**src/rtl/cap_timer_pkg.sv**
```systemverilog
package cap_timer_pkg;

    typedef enum logic [2:0] {
        SRC_DIV1  = 3'b000,
        SRC_DIV2  = 3'b001,
        SRC_DIV4  = 3'b010,
        SRC_DIV8  = 3'b011,
        SRC_DIV32 = 3'b100,
        SRC_EXT   = 3'b101,
        SRC_FAST  = 3'b110,
        SRC_STOP  = 3'b111
    } src_sel_e;

    typedef enum logic [1:0] {
        EDGE_RISE = 2'b00,
        EDGE_FALL = 2'b01,
        EDGE_BOTH = 2'b10,
        EDGE_NONE = 2'b11
    } edge_sel_e;

    typedef enum logic [2:0] {
        CLR_OFF  = 3'b000,
        CLR_CAPA = 3'b001,
        CLR_CAPB = 3'b010,
        CLR_SIB  = 3'b011,
        CLR_RSV4 = 3'b100,
        CLR_CAPC = 3'b101,
        CLR_CAPD = 3'b110,
        CLR_RSV7 = 3'b111
    } clr_sel_e;

    // Packed MSB first: clear [7:5], edge [4:3], source [2:0]
    typedef struct packed {
        clr_sel_e  clr;
        edge_sel_e edge_m;
        src_sel_e  src;
    } ctl_t;

    localparam int NUM_CAP = 4;

endpackage

```
**src/rtl/cap_presc.sv**
```systemverilog
module cap_presc #(
    parameter int PRESC_W = 5
) (
    input  logic               clk,
    input  logic               rst_n,
    output logic [PRESC_W-1:0] tick
);
    typedef struct packed {
        logic [PRESC_W-1:0] div;
    } presc_st_t;

    presc_st_t cur_q, nxt_d;

    always_comb begin
        nxt_d     = cur_q;
        nxt_d.div = cur_q.div + 1'b1;
    end

    always_ff @(posedge clk or negedge rst_n) begin
        if (!rst_n) cur_q <= '0;
        else        cur_q <= nxt_d;
    end

    // tick[g] fires once every 2^(g+1) clocks
    for (genvar g = 0; g < PRESC_W; g++) begin : g_tap
        assign tick[g] = &cur_q.div[g:0];
    end
endmodule

```
**src/rtl/cap_ext_edge.sv**
```systemverilog
module cap_ext_edge (
    input  logic clk,
    input  logic rst_n,
    input  logic pin,
    output logic rise,
    output logic fall
);
    typedef struct packed {
        logic s1;
        logic s2;
        logic prev;
    } edge_st_t;

    edge_st_t cur_q, nxt_d;

    always_comb begin
        nxt_d      = cur_q;
        nxt_d.s1   = pin;
        nxt_d.s2   = cur_q.s1;
        nxt_d.prev = cur_q.s2;
    end

    always_ff @(posedge clk or negedge rst_n) begin
        if (!rst_n) cur_q <= '0;
        else        cur_q <= nxt_d;
    end

    assign rise = cur_q.s2 & ~cur_q.prev;
    assign fall = ~cur_q.s2 & cur_q.prev;
endmodule

```
**src/rtl/cap_clr_sel.sv**
```systemverilog
module cap_clr_sel
    import cap_timer_pkg::*;
(
    input  clr_sel_e           code,
    input  logic [NUM_CAP-1:0] cap_evt,
    input  logic               sib_clr_in,
    input  logic               sync_mode,
    output logic               cap_clr,
    output logic               sib_clr
);
    always_comb begin
        cap_clr = 1'b0;
        sib_clr = 1'b0;
        unique case (code)
            CLR_CAPA: cap_clr = cap_evt[0];
            CLR_CAPB: cap_clr = cap_evt[1];
            CLR_CAPC: cap_clr = cap_evt[2];
            CLR_CAPD: cap_clr = cap_evt[3];
            CLR_SIB:  sib_clr = sib_clr_in & sync_mode;
            default:  begin
                cap_clr = 1'b0;
                sib_clr = 1'b0;
            end
        endcase
    end
endmodule

```
**src/rtl/capture_timer_ch.sv**
```systemverilog
module capture_timer_ch
    import cap_timer_pkg::*;
#(
    parameter int CNT_W   = 16,
    parameter int PRESC_W = 5
) (
    input  logic               clk,
    input  logic               rst_n,
    input  logic               ctl_we,
    input  logic [7:0]         ctl_wdata,
    input  logic               ext_clk_pin,
    input  logic               ext_clk_en,
    input  logic               fast_tick,
    input  logic [NUM_CAP-1:0] cap_evt,
    input  logic               sib_clr_in,
    input  logic               sync_mode,
    output logic [CNT_W-1:0]   count,
    output logic               clr_req_out
);
    localparam int TAP2  = 0;
    localparam int TAP4  = 1;
    localparam int TAP8  = 2;
    localparam int TAP32 = 4;

    typedef struct packed {
        ctl_t             ctl;
        logic [CNT_W-1:0] cnt;
    } ch_st_t;

    ch_st_t cur_q, nxt_d;

    logic [PRESC_W-1:0] tick;
    logic               ext_rise, ext_fall;
    logic               cap_clr, sib_clr;
    logic               cnt_en;
    logic               ext_hit;
    logic [7:0]         ctl_bits;

    cap_presc #(.PRESC_W(PRESC_W)) u_presc (
        .clk   (clk),
        .rst_n (rst_n),
        .tick  (tick)
    );

    cap_ext_edge u_edge (
        .clk   (clk),
        .rst_n (rst_n),
        .pin   (ext_clk_pin),
        .rise  (ext_rise),
        .fall  (ext_fall)
    );

    cap_clr_sel u_clr (
        .code       (cur_q.ctl.clr),
        .cap_evt    (cap_evt),
        .sib_clr_in (sib_clr_in),
        .sync_mode  (sync_mode),
        .cap_clr    (cap_clr),
        .sib_clr    (sib_clr)
    );

    always_comb begin
        ext_hit = 1'b0;
        unique case (cur_q.ctl.edge_m)
            EDGE_RISE: ext_hit = ext_rise;
            EDGE_FALL: ext_hit = ext_fall;
            EDGE_BOTH: ext_hit = ext_rise | ext_fall;
            default:   ext_hit = 1'b0;
        endcase
    end

    always_comb begin
        cnt_en = 1'b0;
        unique case (cur_q.ctl.src)
            SRC_DIV1:  cnt_en = 1'b1;
            SRC_DIV2:  cnt_en = tick[TAP2];
            SRC_DIV4:  cnt_en = tick[TAP4];
            SRC_DIV8:  cnt_en = tick[TAP8];
            SRC_DIV32: cnt_en = tick[TAP32];
            SRC_EXT:   cnt_en = ext_clk_en & ext_hit;
            SRC_FAST:  cnt_en = fast_tick;
            default:   cnt_en = 1'b0;
        endcase
    end

    always_comb begin
        nxt_d = cur_q;
        if (ctl_we) nxt_d.ctl = ctl_t'(ctl_wdata);
        if (cap_clr || sib_clr) nxt_d.cnt = '0;
        else if (cnt_en)        nxt_d.cnt = cur_q.cnt + 1'b1;
    end

    always_ff @(posedge clk or negedge rst_n) begin
        if (!rst_n) cur_q <= '0;
        else        cur_q <= nxt_d;
    end

    assign count       = cur_q.cnt;
    assign clr_req_out = cap_clr;
    assign ctl_bits    = cur_q.ctl;
endmodule

```
**config.mk**
```make
export PLATFORM = sky130hd
export DESIGN_NAME = capture_timer_ch
export DESIGN_NICKNAME = d
export VERILOG_FILES = /design/src/rtl/cap_timer_pkg.sv /design/src/rtl/cap_presc.sv /design/src/rtl/cap_ext_edge.sv /design/src/rtl/cap_clr_sel.sv /design/src/rtl/capture_timer_ch.sv
export SDC_FILE = /design/constraint.sdc
export NUM_CORES = 1
export LEC_CHECK = 0
export ABC_AREA = 1
export BUFFER_PORTS_ARGS = -buffer_cell sky130_fd_sc_hd__buf_2
export CAP_MARGIN = 0
export CORE_MARGIN = 2
export CORE_UTILIZATION = 30
export CTS_CLUSTER_DIAMETER = 60
export DETAILED_ROUTE_END_ITERATION = 10
export GPL_TIMING_DRIVEN = 0
export PLACE_DENSITY = 0.55
export SETUP_SLACK_MARGIN = 0.2
export SYNTH_ARGS = -nofsm -noshare
export SYNTH_HDL_FRONTEND = slang
export SYNTH_HIERARCHICAL = 1
export SYNTH_SLANG_ARGS = --single-unit
```
**constraint.sdc**
```tcl
create_clock -name clk -period 2.9 [get_ports clk]
set_input_delay 0.435 -clock clk [delete_from_list [all_inputs] [get_ports clk]]
set_output_delay 0.435 -clock clk [all_outputs]
set_load 0.01 [all_outputs]
```
# After elaboration in Yosys (flattened, before gate mapping)
# Index checks and enable logic that the tools add are counted.
[word_totals] register_bits=32 out_inout_bits=17
[classes] n_addsub=2 muxes=6 n_reduce_logical=7 n_eq_ne=13 bitwise_logic=7
[op_table] op="$mux 16" n=2
[op_table] op="$add 16x1->16 const B" n=1
[op_table] op="$eq 3x3->1 const B" n=5
[op_table] op="$eq 3x2->1 const B" n=4
[op_table] op="$pmux 1 s7" n=1
[op_table] op="$eq 3x1->1 const B" n=2
[op_table] op="$add 5x1->5 const B" n=1
[op_table] op="$reduce_and 5->1" n=1
[op_table] op="$and 1x1->1" n=4
[op_table] op="$pmux 1 s4" n=1
[op_table] op="$logic_not 3->1" n=1
[op_table] op="$pmux 1 s3" n=1
[op_table] op="$reduce_and 3->1" n=1
[op_table] op="$eq 2x1->1 const B" n=1
[op_table] op="$eq 2x2->1 const B" n=1
[op_table] op="$logic_not 2->1" n=1
[op_table] op="$not 1->1" n=2
[op_table] op="$reduce_and 2->1" n=1
[op_table] op="$reduce_bool 2->1" n=1
[op_table] op="$logic_or 1x1->1" n=1
[op_table] op="$mux 1" n=1
[op_table] op="$or 1x1->1" n=1

# Depth between registers and ports, before layout
[depth] ltp_word=8 ltp_mapped=12 mapped_depth_nobuf=11

# Hierarchy
# Netlist, hierarchy kept.
[by_module_without_submodules] module="capture_timer_ch" area_each_um2=1450.1 n_inst=1 cells_per_inst=172 seq_area_each_um2=600.6
[by_module_without_submodules] module="cap_presc" area_each_um2=202.7 n_inst=1 cells_per_inst=16 seq_area_each_um2=125.1
[by_module_without_submodules] module="cap_clr_sel" area_each_um2=102.6 n_inst=1 cells_per_inst=20 seq_area_each_um2=0.0
[by_module_without_submodules] module="cap_ext_edge" area_each_um2=90.1 n_inst=1 cells_per_inst=7 seq_area_each_um2=75.1

# Worst setup path before layout
# Ideal clock, no wire load.
[synth_path] kind="reg2reg" startpoint="reg u_presc/cur_q[0] in the netlist's numbering" endpoint="reg cur_q (netlist bit count[9])" n_path_buf=1 t_arrival_ns=1.629 slack_ns=1.205 setup_time_ns=0.066 stages_incl_launch_ff=10 required_ns=2.834 period_less_slack_ns=1.695 path_cell_list="dfrtp_1 -> ha_1 -> and3_1 -> ha_1 -> nand3_1 -> nand3_2 -> nor2_4 -> buf_6 -> nand3_1 -> nand2_1"
[synth_via] elab_chain_cells=3
[synth_lines] element="start, declared" line_no="cap_presc.sv:12" source="presc_st_t cur_q, nxt_d;"
[synth_lines] element="start signal, assigned" line_no="cap_presc.sv:21" source="else cur_q <= nxt_d;"
[synth_lines] element="$reduce_and 2->1" line_no="cap_presc.sv:26" source="assign tick[g] = &cur_q.div[g:0];"
[synth_lines] element="net tick[1]" line_no="capture_timer_ch.sv:32" source="logic [PRESC_W-1:0] tick;"
[synth_lines] element="$pmux 1 s7" line_no="capture_timer_ch.sv:74" source="unique case (cur_q.ctl.src)"
[synth_lines] element="$reduce_bool 2->1 (no source line)"
[synth_lines] element="end signal, assigned" line_no="capture_timer_ch.sv:95" source="else cur_q <= nxt_d;"
[synth_lines] element="end, declared" line_no="capture_timer_ch.sv:30" source="ch_st_t cur_q, nxt_d;"
# The timed path passes the listed nets, and every way through them passes these cells.
# A chain may end at the register's enable or synchronous reset.

# Worst setup path in the final report
[layout_path] startpoint="reg cur_q (netlist bit ctl_bits[5])" endpoint="reg cur_q (netlist bit count[3])"
[layout_via] elab_chain_cells=4
[layout_lines] element="$eq 3x3->1, or another cell as far along" line_no="cap_clr_sel.sv:14" source="unique case (code)"
[layout_lines] element="$pmux 1 s4 / $mux 1 (equally long branches)" line_no="cap_clr_sel.sv:14"
[layout_lines] element="$logic_or 1x1->1 (*)" line_no="capture_timer_ch.sv:89" source="if (cap_clr || sib_clr) nxt_d.cnt = '0;"
[layout_lines] element="$mux 16 / $reduce_bool 2->1 (equally long branches)"
# Every way passes the cells marked *; elsewhere a longest branch is shown, timed or not.

==> results.py <==
metrics = {
    "cts": {
        "postCtsSetupRepairBufs": 0,
        "tritoncts": "built",
        "htree_levels": 2,
        "cts_hold_buf": 0,
        "cts_made_buffers": 5,
        "cts.sink_count": 32,
        "ctsLongestPathBuffers": 2,
        "clock_latency_ns": 0.29,
        "clkTransAtPathRegs_ns": 0.07,
        "cts.repair.resized": 0,
        "root_buffer": "clkbuf_8",
    },
    "power": {
        "power_leakage_nw": 1.16,
        "vdd_drop_max_v": 0.000192,
        "p_clk_share_pct": 37.2,
        "p_int_mw": 0.813,
        "switching_share_pct": 29.6,
        "p_per_area_nw_per_um2": 517,
        "p_comb_share_pct": 18.3,
        "seq_power_share_pct": 44.5,
        "p_switching_mw": 0.341,
    },
    "sta": {
        "hold_viol": 0,
        "finalSetupViolCount": 0,
        "min_period_ns": 1.95,
        "skew_ns": 0.00789,
        "tightest_slew_ns": 0.712,
        "fmax_mhz": 513,
        "period_share_pct": 67.2,
        "timing.slew.headroom_pct": 52.5,
        "rsz0062_at_grt": "no",
        "maxSlewViolCount": 0,
        "fin_setup_tns_ns": 0,
    },
    "synthesis": {
        "synth.avg_cell_area_um2": 8.58,
        "synth.distinct_cells": 26,
        "synthCells": 215,
        "synth_nets": 242,
        "seq_area_frac_synth_pct": 43.4,
        "ys_seq_elements": 32,
        "yosysWarnings": 6,
        "netlist_area_um2": 1850,
    },
    "outcome": {
        "outcome": "finished clean",
    },
    "critical_path": {
        "crit_chain": "inv_1 > ha_1 > nand2_1 > inv_1 > nor2_1 > nor2_1 > nor2_1 > clkbuf_1 > nand3b_1 > nand2_1",
        "path_class": "flop to flop",
        "crit_path_max_fanout": 10,
        "crit_slowest_cell": "clkbuf_1",
        "crit_required_ns": 3.13,
        "r2r-start": "ctl_bits[5]",
        "critPathArrivalTime_ns": 2.18,
        "reg2regPathDepth": 10,
        "end_kind": "flop",
        "cp-start-kind": "flop",
        "r2r-end": "count[3]",
        "cp-startpoint": "ctl_bits[5]",
        "cpMostUsedCell": "nor2_1",
        "worst-r2r-setup-slack_ns": 0.95,
        "max_stage_delay_ns": 0.45,
    },
    "run": {
        "cap_violations": 0,
    },
    "route": {
        "dr.pass1.iters": 4,
        "wirelength_um": 4060,
        "vias": 1521,
        "first_iter_violations": 81,
        "wl_per_cell_um": 12.2,
        "remaining_drc_errors": 0,
        "ant_nets": 0,
        "vias_per_cell": 4.55,
    },
    "worst_hold_path": {
        "min_path_type": "input port to async pin",
    },
    "floorplan": {
        "chipHeight_um": 82.4,
        "die_area_um2": 6790,
        "fp.dieW_um": 82.4,
        "top_level_ports": 37,
        "row_count": 28,
        "start_util_pct": 31.2,
        "core_um2": 5920,
    },
    "grt": {
        "grt_pass1_wl_um": 7000,
        "antenna_found_initial": 0,
        "track_usage_pct": 13.6,
        "grt_pass1_vias": 1540,
        "grt_start_max_net_pins": 33,
        "overflow": 0,
    },
    "cells_and_area": {
        "fillers": 606,
        "final_cells": 334,
        "n_antenna_cell": 0,
        "drive_gt1_share_pct": 25.1,
        "final_common_cell": "nand2_1",
        "layout_common_cells": "47 x nand2_1, 37 x buf_2, 32 x dfrtp_1",
        "synthToLayoutAreaGrowth_pct": 20.9,
        "nets": 285,
    },
    "placed_design": {
        "io_buffers": 36,
        "place_inst": 326,
        "place.gp.congestion": 0.811,
        "place_hpwl_um": 2910,
    },
}
stage by stage:
stage / power (mW) / hold WS, ns / area, um2 / util (%) / setup WS, ns
after global routing: 1.22 / 0.235 / 2230 / 37.7 / 0.671
after CTS: 1.17 / 0.226 / 2230 / 37.7 / 0.962
after detailed placement: 0.734 / 0.343 / 2120 / 35.8 / 0.994
after global placement: 0.734 / 0.334 / 2120 / 35.8 / 1.00
final: 1.15 / 0.195 / 2230 / 37.7 / 0.951
after floorplan: 0.653 / 0.139 / 1850 / - / 1.21
routing by layer:
metal,track usage [%],vias to the layer above,routed length (um)
li1,-,782,-
met1,17.2,706,1880
met2,22.2,26,1880
met3,3.48,7,220
met4,5.50,0,78
met5,0,-,0
cells in the mapped netlist, drive strengths merged:
master,n,area (um2)
mux2,3,33.8
o21ai,6,33.8
a21boi,1,7.51
inv,22,82.6
o21bai,1,7.51
nand2,48,188
and3,1,6.26
dfrtp,32,801
buf,4,35.0
nand3b,11,82.6
xnor2,1,8.76
nand4,5,46.3
xor2,12,105
ha,7,87.6
nor3,1,5.00
nor2,19,78.8
clkbuf,3,11.3
nand3,38,225
power by group through the flow:
stage | logic [mW] | registers, mW | clock network [mW]
2_1_floorplan | 0.127 | 0.526 | 0
3_3_place_gp | 0.211 | 0.522 | 0
3_5_place_dp | 0.212 | 0.522 | 0
4_1_cts | 0.214 | 0.514 | 0.445
5_1_grt | 0.241 | 0.519 | 0.456
6_report | 0.211 | 0.514 | 0.429
final cells by class:
class / instances / area, um2 / area share [%]
Buffer: 7 / 46.3 / 2.08
Clock buffer: 5 / 68.8 / 3.08
Clock inverter: 3 / 42.5 / 1.91
Inverter: 22 / 82.6 / 3.70
Multi-Input combinational cell: 154 / 916 / 41.1
Sequential cell: 32 / 801 / 35.9
Tap cell: 75 / 93.8 / 4.21
Timing Repair Buffer: 36 / 180 / 8.08
sequential cells by signal, indices dropped and copies added (netlist names):
register and cells:
count 16, u_edge/cur_q 3, ctl_bits 8, u_presc/cur_q 5
logic make-up after synthesis:
| kind of cell | Yosys count | share of synthesized area, % |
|---|---|---|
| AOI/OAI and AO/OA | 8 | 2.64 |
| adders and majority gates | 7 | 4.75 |
| DFF | 32 | 43.4 |
| and+or+nand+nor | 123 | 34.2 |
| buffers and inverters | 29 | 6.98 |
| muxes | 3 | 1.83 |
| xor gates and xnor gates | 13 | 6.17 |
worst max-delay path: cells and delay by family, from the launching register on:
| family | cells | cell delay (ns) |
|---|---|---|
| adder cells (fa/ha/maj) | 1 | 0.20 |
| buffers and inverters | 3 | 0.55 |
| flip-flops | 1 | 0.39 |
| AND/OR/NAND/NOR | 6 | 0.76 |
worst max-delay path by stage:
stage	endpoint	slack (ns)	depth (start not counted)
after CTS	count[3]	0.96	10
after global routing	count[3]	0.67	10
after floorplan	count[9]	1.21	9
after global placement	count[3]	1.00	10
final	count[3]	0.95	10
after detailed placement	count[3]	0.99	10
(Power assumes the default switching activity.)
